### config.mk
export PLATFORM = sky130hd
export DESIGN_NAME = serirq_host
export DESIGN_NICKNAME = d
export VERILOG_FILES = /design/src/rtl/serirq_pkg.sv /design/src/rtl/serirq_seq.sv /design/src/rtl/serirq_capture.sv /design/src/rtl/serirq_host.sv
export SDC_FILE = /design/constraint.sdc
export NUM_CORES = 1
export LEC_CHECK = 0
export BUFFER_PORTS_ARGS = -buffer_cell sky130_fd_sc_hd__buf_4
export CORE_ASPECT_RATIO = 1.25
export CORE_MARGIN = 2
export CORE_UTILIZATION = 29
export DETAILED_ROUTE_END_ITERATION = 7
export GPL_TIMING_DRIVEN = 1
export SYNTH_ARGS = -nofsm -noshare
export SYNTH_HDL_FRONTEND = slang
export SYNTH_SLANG_ARGS = --single-unit
### constraint.sdc
create_clock -name clk -period 1.8 [get_ports clk]
set_input_delay 0.36 -clock clk [delete_from_list [all_inputs] [get_ports clk]]
set_output_delay 0.36 -clock clk [all_outputs]
set_load 0.01 [all_outputs]
### src/rtl/serirq_pkg.sv
// Shared constants, state types and helper functions for the serial
// interrupt host. Assumes one clock domain for all users.
package serirq_pkg;

    localparam int EXT_W          = 3;   // width of the Start extension field
    localparam int CNT_W          = 4;   // width of the low-period down counter
    localparam int START_BASE     = 4;   // minimum Start low clocks
    localparam int EXT_CAP        = 4;   // largest honoured extension
    localparam int STOP_LOW_QUIET = 2;   // Stop low clocks that select quiet
    localparam int STOP_LOW_CONT  = 3;   // Stop low clocks that select continuous
    localparam int LIVE_SLOTS     = 16;  // slots at or above this are unassigned
    localparam int SMI_SLOT       = 2;   // unsupported system-management slot

    typedef enum logic [2:0] {
        ST_IDLE,
        ST_START_LOW,
        ST_START_HIGH,
        ST_START_TURN,
        ST_DATA,
        ST_STOP_LOW,
        ST_STOP_HIGH,
        ST_GAP
    } seq_state_t;

    typedef enum logic [1:0] {
        PH_SAMPLE,
        PH_RECOVER,
        PH_TURN
    } slot_phase_t;

    // Reload value (clocks minus one) of the host's share of a Start frame.
    function automatic logic [CNT_W-1:0] start_reload(input logic [EXT_W-1:0] ext,
                                                      input logic periph_began);
        logic [CNT_W-1:0] extra;
        logic [CNT_W-1:0] total;
        extra = (ext > EXT_W'(EXT_CAP)) ? CNT_W'(EXT_CAP) : CNT_W'(ext);
        total = CNT_W'(START_BASE) + extra - (periph_began ? CNT_W'(1) : CNT_W'(0));
        return total - CNT_W'(1);
    endfunction

    // True for slots whose level is reported in the status vector.
    function automatic bit slot_live(input int k);
        return (k != SMI_SLOT) && (k < LIVE_SLOTS);
    endfunction

endpackage

### src/rtl/serirq_seq.sv
// Frame sequencer: walks Start, data slots and Stop, and drives the wire.
// Assumes line_in is already synchronous to clk. Outputs decode the state
// register directly, so they change one clock after each decision.
module serirq_seq
    import serirq_pkg::*;
#(
    parameter int NUM_FRAMES = 16,
    parameter int IDX_W      = 4
) (
    input  logic             clk,
    input  logic             rst_n,
    input  logic             line_in,
    input  logic             cfg_quiet,
    input  logic [EXT_W-1:0] cfg_start_ext,
    output logic             pull_low,
    output logic             push_high,
    output logic             sample_en,
    output logic [IDX_W-1:0] sample_idx,
    output logic             stop_begin
);

    localparam logic [IDX_W-1:0] LAST_IDX = IDX_W'(NUM_FRAMES - 1);
    localparam logic [CNT_W-1:0] STOP_Q_RELOAD = CNT_W'(STOP_LOW_QUIET - 1);
    localparam logic [CNT_W-1:0] STOP_C_RELOAD = CNT_W'(STOP_LOW_CONT - 1);

    seq_state_t       state_q, state_d;
    slot_phase_t      phase_q, phase_d;
    logic [CNT_W-1:0] cnt_q, cnt_d;
    logic [IDX_W-1:0] frame_q, frame_d;
    logic             mode_quiet_q, mode_quiet_d;
    logic             stop_quiet_q, stop_quiet_d;
    logic             last_turn;

    assign last_turn = (state_q == ST_DATA) && (phase_q == PH_TURN) && (frame_q == LAST_IDX);

    // Next-state and counter decisions for the whole frame sequence.
    always_comb begin
        state_d      = state_q;
        phase_d      = phase_q;
        cnt_d        = cnt_q;
        frame_d      = frame_q;
        mode_quiet_d = mode_quiet_q;
        stop_quiet_d = stop_quiet_q;
        unique case (state_q)
            ST_IDLE: begin
                if (!mode_quiet_q) begin
                    state_d = ST_START_LOW;
                    cnt_d   = start_reload(cfg_start_ext, 1'b0);
                end else if (!line_in) begin
                    state_d = ST_START_LOW;
                    cnt_d   = start_reload(cfg_start_ext, 1'b1);
                end
            end
            ST_START_LOW: begin
                if (cnt_q == '0) state_d = ST_START_HIGH;
                else             cnt_d   = cnt_q - 1'b1;
            end
            ST_START_HIGH: state_d = ST_START_TURN;
            ST_START_TURN: begin
                state_d = ST_DATA;
                frame_d = '0;
                phase_d = PH_SAMPLE;
            end
            ST_DATA: begin
                unique case (phase_q)
                    PH_SAMPLE:  phase_d = PH_RECOVER;
                    PH_RECOVER: phase_d = PH_TURN;
                    default: begin
                        phase_d = PH_SAMPLE;
                        if (last_turn) begin
                            state_d      = ST_STOP_LOW;
                            stop_quiet_d = cfg_quiet;
                            cnt_d        = cfg_quiet ? STOP_Q_RELOAD : STOP_C_RELOAD;
                        end else begin
                            frame_d = frame_q + 1'b1;
                        end
                    end
                endcase
            end
            ST_STOP_LOW: begin
                if (cnt_q == '0) state_d = ST_STOP_HIGH;
                else             cnt_d   = cnt_q - 1'b1;
            end
            ST_STOP_HIGH: state_d = ST_GAP;
            ST_GAP: begin
                mode_quiet_d = stop_quiet_q;
                if (stop_quiet_q) begin
                    state_d = ST_IDLE;
                end else begin
                    state_d = ST_START_LOW;
                    cnt_d   = start_reload(cfg_start_ext, 1'b0);
                end
            end
            default: state_d = ST_IDLE;
        endcase
    end

    // Sequencer registers; reset lands in idle with continuous mode.
    always_ff @(posedge clk) begin
        if (!rst_n) begin
            state_q      <= ST_IDLE;
            phase_q      <= PH_SAMPLE;
            cnt_q        <= '0;
            frame_q      <= '0;
            mode_quiet_q <= 1'b0;
            stop_quiet_q <= 1'b0;
        end else begin
            state_q      <= state_d;
            phase_q      <= phase_d;
            cnt_q        <= cnt_d;
            frame_q      <= frame_d;
            mode_quiet_q <= mode_quiet_d;
            stop_quiet_q <= stop_quiet_d;
        end
    end

    // Wire drive and capture strobes decoded from the registered state.
    always_comb begin
        pull_low   = (state_q == ST_START_LOW) || (state_q == ST_STOP_LOW);
        push_high  = (state_q == ST_START_HIGH) || (state_q == ST_STOP_HIGH);
        sample_en  = (state_q == ST_DATA) && (phase_q == PH_SAMPLE);
        sample_idx = frame_q;
        stop_begin = last_turn;
    end

endmodule

### src/rtl/serirq_capture.sv
// Slot capture: stores the sampled level of each live slot in a shadow
// register and copies every shadow bit into the status vector together
// when the Stop frame starts. Dead slots are tied to zero.
module serirq_capture
    import serirq_pkg::*;
#(
    parameter int NUM_FRAMES = 16,
    parameter int IDX_W      = 4
) (
    input  logic                  clk,
    input  logic                  rst_n,
    input  logic                  line_in,
    input  logic                  sample_en,
    input  logic [IDX_W-1:0]      sample_idx,
    input  logic                  stop_begin,
    output logic [NUM_FRAMES-1:0] irq_status
);

    for (genvar k = 0; k < NUM_FRAMES; k++) begin : g_slot
        if (slot_live(k)) begin : g_live
            logic shadow_q;
            logic status_q;

            // Capture the active-low level in this slot's sample clock.
            always_ff @(posedge clk) begin
                if (!rst_n)                                        shadow_q <= 1'b0;
                else if (sample_en && (sample_idx == IDX_W'(k)))   shadow_q <= ~line_in;
            end

            // Publish the shadow bit when the Stop frame begins.
            always_ff @(posedge clk) begin
                if (!rst_n)          status_q <= 1'b0;
                else if (stop_begin) status_q <= shadow_q;
            end

            assign irq_status[k] = status_q;
        end else begin : g_dead
            assign irq_status[k] = 1'b0;
        end
    end

endmodule

### src/rtl/serirq_host.sv
// Host side of a shared open-drain serial interrupt wire. Joins the frame
// sequencer and the slot capture. Assumes line_in is sampled in the clk
// domain and that the wire floats high when nothing pulls it.
module serirq_host
    import serirq_pkg::*;
#(
    parameter int NUM_FRAMES = 16
) (
    input  logic                  clk,
    input  logic                  rst_n,
    input  logic                  line_in,
    input  logic                  cfg_quiet,
    input  logic [EXT_W-1:0]      cfg_start_ext,
    output logic                  wire_pull_low,
    output logic                  wire_push_high,
    output logic [NUM_FRAMES-1:0] irq_status
);

    localparam int IDX_W = $clog2(NUM_FRAMES);

    logic             sample_en;
    logic [IDX_W-1:0] sample_idx;
    logic             stop_begin;

    serirq_seq #(
        .NUM_FRAMES (NUM_FRAMES),
        .IDX_W      (IDX_W)
    ) u_seq (
        .clk           (clk),
        .rst_n         (rst_n),
        .line_in       (line_in),
        .cfg_quiet     (cfg_quiet),
        .cfg_start_ext (cfg_start_ext),
        .pull_low      (wire_pull_low),
        .push_high     (wire_push_high),
        .sample_en     (sample_en),
        .sample_idx    (sample_idx),
        .stop_begin    (stop_begin)
    );

    serirq_capture #(
        .NUM_FRAMES (NUM_FRAMES),
        .IDX_W      (IDX_W)
    ) u_capture (
        .clk        (clk),
        .rst_n      (rst_n),
        .line_in    (line_in),
        .sample_en  (sample_en),
        .sample_idx (sample_idx),
        .stop_begin (stop_begin),
        .irq_status (irq_status)
    );

endmodule

==> impl_metrics.env <==
export IMPL_fin_worst_skew_ns=0.00837
export IMPL_fin_nets=286
export IMPL_cts_tree="yes"
export IMPL_ir_worst_vdd_uv=321
export IMPL_netlist_area_leader_share=0.369
export IMPL_max_freq_mhz=593
export IMPL_period_share=0.936
export IMPL_pre_cts_slack_ns=0.0715
export IMPL_io_buffers=23
export IMPL_antenna_cells=0
export IMPL_cts_clk_slew_worst_paths_ns=0.09
export IMPL_htreeDepth=2
export IMPL_insertion_delay_ns=0.30
export IMPL_cts_sinks=45
export IMPL_powerDensity_nw_per_um2=965
export IMPL_status="complete, no violations"
export IMPL_grt_ovfl_total=0
export IMPL_fin_setup_tns_ns=0
export IMPL_cp_data_arrival_time_ns=1.89
export IMPL_syn_to_final_growth_pct=13.4
export IMPL_synthArstFlopShare=0
export IMPL_cts_buffer_depth=2
export IMPL_yosys_cell_count_top_type="dfxtp_1"
export IMPL_row_count=37
export IMPL_crit_family="compound AO/OA/AOI/OAI gates"
export IMPL_worst_hold_path_type="in -> reg"
export IMPL_critPathRequiredTime_ns=2.01
export IMPL_syn_num_nets=275
export IMPL_yosysUniqueCellTypes=44
export IMPL_endpoint_kind="register"
export IMPL_setup_slack_ns=0.115
export IMPL_path_class="reg -> reg"
export IMPL_core_area_sq_um=8190
export IMPL_design_die_area_sq_um=9180
export IMPL_grt_pass1_vias=1733
export IMPL_gp_congestion=0.822
export IMPL_synth_edf_count=0
export IMPL_initial_core_util=0.298
export IMPL_hold_viol=0
export IMPL_via_per_inst=5.00
export IMPL_synthTopCellsByCount="45 x dfxtp_1, 24 x nor2_1, 19 x buf_4, 19 x mux2i_1"
export IMPL_crit_path_top_delay_cell="dfxtp_2"
export IMPL_cts_setup_buffers=0
export IMPL_die_height_microns=107
export IMPL_grt_antenna_before_repair=0
export IMPL_cp_max_fo=5
export IMPL_avgSynthCellArea_sq_um=9.47
export IMPL_crit_path_cell_trace="inv_1 > ha_1 > nor3b_1 > buf_4 > a221oi_4 > a21oi_1 > a311oi_1"
export IMPL_synth_area_leader_cell="dfxtp_1"
export IMPL_drive_gt1_frac=0.233
export IMPL_clockRootBuffer="clkbuf_8"
export IMPL_p_leak_uw=0.00119
export IMPL_period_needed_ns=1.69
export IMPL_cap_violations=0
export IMPL_finalMaxSlewViolations=0
export IMPL_drt_iter0_markers=54
export IMPL_routed_wl_mm=4.75
export IMPL_synth_seq_cells=45
export IMPL_grt_max_degree=42
export IMPL_ant_nets=0
export IMPL_start_kind="register"
export IMPL_drcViolationCount=0
export IMPL_cts_hold_buf=0
export IMPL_place_hpwl_mm=3.50
export IMPL_cts_inserted_buffers=5
export IMPL_firstDrtPassIters=4
export IMPL_wl_per_cell_microns=12.9
export IMPL_vias=1834
export IMPL_path_buf_inv=2
export IMPL_layout_cells_non_filler=367
export IMPL_finalPower_uw=2670
export IMPL_max_stage_delay_ns=0.36
export IMPL_synth_area_leaders="dfxtp_1 37%, mux2i_1 7.8%, buf_4 5.8%"
export IMPL_synth_warnings=0
export IMPL_synth_seq_area_share=0.369
export IMPL_dp_cells=359
export IMPL_syn_area_sq_um=2440
export IMPL_die_x_microns=86.1
export IMPL_synth_cells=258
export IMPL_holdWs_ns=0.310
export IMPL_synth_ff_type="dfxtp_1"
export IMPL_grt_pass1_wl_mm=8.12
export IMPL_setup_viol_count_final=0
export IMPL_grt_usage=0.110
export IMPL_io_pins=25
[flip-flops by register name (all words and copies together) (netlist names)]
| signal | count |
|---|---|
| u_seq.mode_quiet_q | 1 |
| u_capture.g_slot.g_live.status_q | 15 |
| u_seq.stop_quiet_q | 1 |
| u_seq.cnt_q | 4 |
| u_seq.sample_idx | 4 |
| u_capture.g_slot.g_live.shadow_q | 15 |
| u_seq.state_q | 3 |
| u_seq.phase_q | 2 |
[final cells by class]
| class | instances | area (sq um) |
|---|---|---|
| flip-flops and latches | 45 | 905 |
| well taps | 97 | 121 |
| multi-input cells | 169 | 1290 |
| inverters | 12 | 45.0 |
| fillers | 845 | 5420 |
| clock buffers | 5 | 68.8 |
| clock inverters | 3 | 46.3 |
| repair buffers | 36 | 295 |
[logic make-up (layout without fill, tap and decap cells)]
kind of cell,Yosys count,after routing,synth area share
AOI/OAI and AO/OA,50,50,0.145
xor gates and xnor gates,5,5,0.0179
adders and majority gates,10,10,0.0512
buffers and inverters,44,56,0.108
DFF,45,45,0.369
muxes,19,19,0.0779
other,1,1,0.00154
and+or+nand+nor,84,84,0.230
[report_power, final]
group	internal, uW	switching [uW]	total (uW)
Combinational	364	393	757
Clock	416	358	774
Sequential	1060	80.7	1140
Total	1840	832	2670
[path summary, 6_finish.rpt]
path / startpoint / end / slack [ns] / cells after the start
worst max-delay path: u_seq.cnt_q[0] / u_seq.cnt_q[0] / 0.11 / 7
worst min-delay path: rst_n / u_seq.state_q[0] / 0.31 / 2
worst max register to register: u_seq.cnt_q[0] / u_seq.cnt_q[0] / 0.11 / 7
worst min register to register: u_capture.g_slot[8].g_live.shadow_q / u_capture.g_slot[8].g_live.status_q / 0.50 / 2
[layer usage]
metal | vias to the layer above | track usage | share of wire
met5 | - | 0 | 0
met4 | 0 | 0.0488 | 0.025
met3 | 7 | 0.0262 | 0.038
met2 | 31 | 0.189 | 0.48
met1 | 852 | 0.128 | 0.46
li1 | 944 | - | -
[placed cells by master (no fill, tap or decap), drive strengths merged, types with 2 or more instances in the layout]
master,synthesis,final
a21oi,13,13
a22oi,2,2
a311oi,5,5
a31oi,14,14
a32oi,2,2
and2,2,2
and4,14,14
buf,25,36
clkbuf,7,5
dfxtp,45,45
ha,10,10
inv,12,12
mux2i,19,19
nand2,5,5
nand2b,3,3
nand3,3,3
nand4b,2,2
nor2,25,25
nor2b,5,5
nor3,16,16
o21ai,6,6
or3,2,2
xnor2,2,2
xor2,3,3
[what timing repair did]
item                       CTS  global route
resized for setup            2             4
pin swaps                    0             1
setup endpoints to repair    2             5
[metrics by stage]
stage	util	instance area [sq um]
finish	0.338	2770
global route	0.338	2770
CTS	0.337	2760
detailed placement	0.322	2640
global placement	0.322	2640
floorplan	-	2440
No activity file was read; power rests on OpenSTA's default activity.
